<file path="src/rtl/sm3c_pkg.sv">
package sm3c_pkg;

    localparam int WORD_W   = 32;
    localparam int LANES    = 8;
    localparam int STATE_W  = WORD_W * LANES;
    localparam int ROUNDS   = 64;
    localparam int RND_W    = $clog2(ROUNDS);
    localparam int SPLIT    = 16;
    localparam int ROT_W    = $clog2(WORD_W);

    localparam logic [WORD_W-1:0] K_EARLY = 32'h79CC4519;
    localparam logic [WORD_W-1:0] K_LATE  = 32'h7A879D8A;

    typedef logic [WORD_W-1:0] word_t;
    typedef logic [RND_W-1:0]  rnd_t;

    typedef struct packed {
        word_t a;
        word_t b;
        word_t c;
        word_t d;
        word_t e;
        word_t f;
        word_t g;
        word_t h;
    } lanes_t;

    typedef enum logic {PH_IDLE, PH_RUN} phase_t;

    function automatic word_t rotl(input word_t x, input logic [ROT_W-1:0] n);
        return (x << n) | (x >> (7'd32 - {2'b00, n}));
    endfunction

    function automatic word_t perm0(input word_t x);
        return x ^ rotl(x, 5'd9) ^ rotl(x, 5'd17);
    endfunction

    function automatic word_t mix_abc(input logic late, input word_t x, input word_t y, input word_t z);
        return late ? ((x & y) | (x & z) | (y & z)) : (x ^ y ^ z);
    endfunction

    function automatic word_t mix_efg(input logic late, input word_t x, input word_t y, input word_t z);
        return late ? ((x & y) | (~x & z)) : (x ^ y ^ z);
    endfunction

endpackage

</file>
<file path="src/rtl/sm3c_round.sv">
module sm3c_round
    import sm3c_pkg::*;
(
    input  lanes_t cur,
    input  rnd_t   rnd,
    input  word_t  w,
    input  word_t  wp,
    output lanes_t nxt
);
    logic  late;
    word_t kc, krot, a12, ss1, ss2, tt1, tt2;

    always_comb begin
        late = (rnd >= RND_W'(SPLIT));
        kc   = late ? K_LATE : K_EARLY;
        krot = rotl(kc, rnd[ROT_W-1:0]);
        a12  = rotl(cur.a, 5'd12);
        ss1  = rotl(a12 + cur.e + krot, 5'd7);
        ss2  = ss1 ^ a12;
        tt1  = mix_abc(late, cur.a, cur.b, cur.c) + cur.d + ss2 + wp;
        tt2  = mix_efg(late, cur.e, cur.f, cur.g) + cur.h + ss1 + w;

        nxt.a = tt1;
        nxt.b = cur.a;
        nxt.c = rotl(cur.b, 5'd9);
        nxt.d = cur.c;
        nxt.e = perm0(tt2);
        nxt.f = cur.e;
        nxt.g = rotl(cur.f, 5'd19);
        nxt.h = cur.g;
    end
endmodule

</file>
<file path="src/rtl/sm3c_ctrl.sv">
module sm3c_ctrl
    import sm3c_pkg::*;
(
    input  logic clk,
    input  logic rst,
    input  logic start,
    output logic load,
    output logic step,
    output logic last,
    output rnd_t rnd,
    output logic busy,
    output logic done
);
    phase_t phase_q;
    rnd_t   rnd_q;
    logic   done_q;

    always_comb begin
        load = (phase_q == PH_IDLE) && start;
        step = (phase_q == PH_RUN);
        last = step && (rnd_q == RND_W'(ROUNDS - 1));
    end

    always_ff @(posedge clk) begin
        if (rst) begin
            phase_q <= PH_IDLE;
            rnd_q   <= '0;
            done_q  <= 1'b0;
        end else begin
            done_q <= last;
            if (load) begin
                phase_q <= PH_RUN;
                rnd_q   <= '0;
            end else if (last) begin
                phase_q <= PH_IDLE;
                rnd_q   <= '0;
            end else if (step) begin
                rnd_q <= rnd_q + RND_W'(1);
            end
        end
    end

    assign rnd  = rnd_q;
    assign busy = step;
    assign done = done_q;
endmodule

</file>
<file path="src/rtl/sm3c_lanes.sv">
module sm3c_lanes
    import sm3c_pkg::*;
(
    input  logic   clk,
    input  logic   rst,
    input  logic   load,
    input  logic   step,
    input  logic   last,
    input  lanes_t seed_in,
    input  lanes_t nxt,
    output lanes_t cur,
    output lanes_t result
);
    lanes_t cur_q, seed_q, res_q;

    always_ff @(posedge clk) begin
        if (rst) begin
            cur_q  <= '0;
            seed_q <= '0;
            res_q  <= '0;
        end else begin
            if (load) begin
                cur_q  <= seed_in;
                seed_q <= seed_in;
            end else if (step) begin
                cur_q <= nxt;
            end
            if (last) begin
                res_q <= nxt ^ seed_q;
            end
        end
    end

    assign cur    = cur_q;
    assign result = res_q;
endmodule

</file>
<file path="src/rtl/sm3c_engine.sv">
module sm3c_engine
    import sm3c_pkg::*;
(
    input  logic         clk,
    input  logic         rst,
    input  logic         start_i,
    input  logic [255:0] v_in,
    input  logic [31:0]  w_i,
    input  logic [31:0]  wp_i,
    output logic         busy_o,
    output logic [5:0]   rnd_o,
    output logic         done_o,
    output logic [255:0] v_out
);
    logic   load, step, last;
    rnd_t   rnd;
    lanes_t cur, nxt, result;

    sm3c_ctrl u_ctrl (
        .clk   (clk),
        .rst   (rst),
        .start (start_i),
        .load  (load),
        .step  (step),
        .last  (last),
        .rnd   (rnd),
        .busy  (busy_o),
        .done  (done_o)
    );

    sm3c_round u_round (
        .cur (cur),
        .rnd (rnd),
        .w   (w_i),
        .wp  (wp_i),
        .nxt (nxt)
    );

    sm3c_lanes u_lanes (
        .clk     (clk),
        .rst     (rst),
        .load    (load),
        .step    (step),
        .last    (last),
        .seed_in (lanes_t'(v_in)),
        .nxt     (nxt),
        .cur     (cur),
        .result  (result)
    );

    assign rnd_o = rnd;
    assign v_out = result;
endmodule

</file>
<file path="config.mk">
export PLATFORM = sky130hd
export DESIGN_NAME = sm3c_engine
export DESIGN_NICKNAME = d
export VERILOG_FILES = /design/src/rtl/sm3c_pkg.sv /design/src/rtl/sm3c_round.sv /design/src/rtl/sm3c_ctrl.sv /design/src/rtl/sm3c_lanes.sv /design/src/rtl/sm3c_engine.sv
export SDC_FILE = /design/constraint.sdc
export NUM_CORES = 2
export LEC_CHECK = 0
export CAP_MARGIN = 20
export CORE_MARGIN = 4
export CORE_UTILIZATION = 45
export CTS_CLUSTER_DIAMETER = 80
export CTS_CLUSTER_SIZE = 16
export DETAILED_ROUTE_END_ITERATION = 8
export PLACE_DENSITY = 0.72
export SKIP_LAST_GASP = 1
export SLEW_MARGIN = 40
export SYNTH_ARGS = -nofsm -noshare
export SYNTH_HDL_FRONTEND = slang
export SYNTH_SLANG_ARGS = --single-unit
export TNS_END_PERCENT = 50
</file>
<file path="constraint.sdc">
create_clock -name clk -period 13.55 [get_ports clk]
set_clock_uncertainty 0.05 [all_clocks]
set_input_delay 2.71 -clock clk [delete_from_list [all_inputs] [get_ports clk]]
set_output_delay 2.71 -clock clk [all_outputs]
set_load 0.02 [all_outputs]
</file>
==> results by group <==
Routing
  • Post-route ant nets: 0
  • Wire length per cell: between 20 and 30 microns
  • Drt pass-1 iters: 6
  • Via/cell ratio: a little under 6
  • Via count: 41,600
  • DRC errors left: 0
  • Post-Route WL: ~200,000 microns
  • Initial drt markers: about 5,700

Floorplan
  • DIE HEIGHT: between 300 and 400 microns
  • Rows: 115
  • Die area: 105,000 sq um
  • # IOs: approximately 590
  • Die Width: 324 microns
  • Core area: between 90,000 and 100,000 sq um
  • Starting Density: 0.455

Synth
  • Mapped cell area: 44,800 sq um
  • Ranking of synthesized cells by area: dfxtp_1 (35%), fa_1 (8.4%), a211oi_1 (8.0%)
  • Post-synthesis cell count: about 5,400
  • Yosys top cell by area: dfxtp_1
  • Syn Area/Cell: slightly above 8 sq um
  • Main flop type after synthesis: dfxtp_1
  • Synth async-reset ratio: 0
  • Yosys warning count: 0
  • Yosys top cell area share: 0.347
  • Sequential share of the synthesized area: 0.347
  • Number of flops mapped to enable cells by yosys: 0
  • Synth cell types: between 90 and 100
  • Synth Register Bits: 776
  • Syn nets: between 6,000 and 7,000

CTS
  • Post-CTS Setup Bufs: 0
  • CTS tree: built
  • Post-CTS sizing: 0
  • Root buf cell: clkbuf_16
  • Clk Latency, worst-skew pair: slightly above 0.7 ns
  • Number of CTS-inserted buffers: 58
  • Hold_buf cts: 0
  • Worst-case clock buffer depth: 3
  • CTS clk-pin slew, worst paths: about 0.070 ns
  • TritonCTS Sinks: about 780
  • H-tree levels: 2

Setup path
  • Reg2Reg Launch Point: u_ctrl.rnd[0]
  • CP endpoint: u_lanes.result[127]
  • Crit Path Max Fanout: 55
  • Critical setup path kind: reg -> reg
  • Crit. End Element: register
  • CP required: roughly 14 ns
  • Startpoint Class: register
  • Crit-path slowest cell: xnor2_2
  • Peak per-stage delay on the critical path: roughly 0.58 ns
  • Flop2flop setup slack: around 2.4 ns
  • Crit path from: u_ctrl.rnd[0]
  • Top cell by count, worst path: a21oi_1
  • Critical Path AT: roughly 12 ns
  • Worst R2R End: u_lanes.result[127]
  • Worst Reg-to-Reg Cells: 42

Finish
  • Area grow syn2layout: 19.1%
  • Commonest cells after routing, fill and taps aside: dfxtp_1 (773), nor2_1 (725), nand2_1 (712), clkdlybuf4s50_1 (584), a21oi_1 (559)
  • Share of layout cells above drive strength 1: 0.0362
  • Final nets: roughly 6,400
  • Commonest non-fill, non-tap cell in the layout: dfxtp_1
  • Fillers: between 9,000 and 10,000

Timing
  • FMAX: 0.0894 GHz
  • Worst relative slew slack: 0.398
  • Pins Over Slew Limit: 0
  • Final period utilization: 0.825
  • Worst-Margin Slew: approximately 0.9 ns
  • Setup_tns: 0 ns
  • Setup violations, final: 0
  • Final hold vios: 0
  • Final Critical Period: ~11 ns
  • RSZ-0062 raised after global routing: false

Worst hold path
  • Hold Crit Class: reg -> reg

Global routing
  • Initial antenna violation count: 28
  • Total gr overflow: 0
  • Pin count of the biggest net entering global routing: about 200
  • Total global-route track usage: 0.361
  • Vias in the first global route: between 30,000 and 40,000
  • First-pass GRT wire length: 275,000 microns

Status
  • Outcome: finished clean

Placement
  • RePlAce Congestion: between 1 and 1.5
  • Hpwl dp: between 150,000 and 200,000 microns
  • Buffers on Ports: between 500 and 600

Run
  • Max-Cap Viols: 0
[how the worst min path moves through the flow]
stage | startpoint | end | slack [ns] | depth (start not counted)
final | u_lanes.result[106] | u_lanes.result[106] | 0.41 | 2
after global routing | u_lanes.result[106] | u_lanes.result[106] | 0.43 | 2
after CTS | u_lanes.result[113] | u_lanes.result[113] | 0.41 | 2
after detailed placement | u_lanes.result[113] | u_lanes.result[113] | 0.40 | 2
after global placement | u_lanes.result[226] | u_lanes.result[226] | 0.39 | 2
after floorplan | u_lanes.seed_q[110] | u_lanes.seed_q[110] | 0.39 | 2
[per-layer routing]
layer,vias to the layer above,track usage,part of all wire
met4,2,0.132,0.041
met2,2231,0.537,0.43
met1,20000,0.515,0.42
met5,-,0,0.000061
met3,337,0.0818,0.11
li1,19000,-,-
[area by class of cell]
type                            count  area, sq um  area share
Antenna cell                       24         60.1     0.00113
Clock buffer                       61         1500      0.0282
Tap cell                         1287         1610      0.0302
Inverter                          290         1090      0.0204
Multi-Input combinational cell   3989        26800       0.503
Clock inverter                     11          138     0.00258
Sequential cell                   776        15500       0.291
Timing Repair Buffer              648         6570       0.123
[cells in the mapped netlist, drive strengths merged (47+ instances only)]
cell,instances
dfxtp,776
o21ai,128
nand2,713
a21oi,561
xnor2,367
xor2,118
ha,100
buf,47
a211oi,479
inv,289
mux2i,190
fa,188
nor2b,81
clkbuf,331
nor2,727
[worst max-delay path: cells and delay by family (launching register included)]
family | cells | cell delay (ns)
xor+xnor | 4 | 1.14
flops | 1 | 0.31
buf+inv | 4 | 1.15
fa+ha+maj | 7 | 2.95
simple gates | 6 | 0.92
compound gates | 21 | 4.51
[registers in the layout, indices dropped and copies added (netlist names)]
signal / cells
u_lanes.cur: 256
u_ctrl.done: 1
u_ctrl.busy: 1
u_ctrl.rnd: 6
u_lanes.result: 256
u_lanes.seed_q: 256
[per-stage QoR]
stage                      util  hold WS (ns)  setup WS (ns)  instance area [sq um]  cells
after floorplan               -         0.387           3.89                  44800   5433
final                     0.541         0.406           2.37                  53400   7086
after global routing      0.541         0.431           1.78                  53300   7084
after global placement    0.521         0.390           2.75                  51400   6983
after CTS                 0.539         0.409           2.67                  53200   7058
after detailed placement  0.523         0.399           2.72                  51500   6986
[logic make-up after synthesis]
group | count (synthesis) | share of synthesized area
AOI/OAI and AO/OA | 1380 | 0.197
xor gates and xnor gates | 487 | 0.0966
adders and majority gates | 290 | 0.112
buffers and inverters | 668 | 0.0568
DFF | 776 | 0.347
muxes | 194 | 0.0434
and+or+nand+nor | 1638 | 0.147
Power is not shown: default switching activity piles up to over one toggle a cycle in this logic, so the estimate is an artifact.
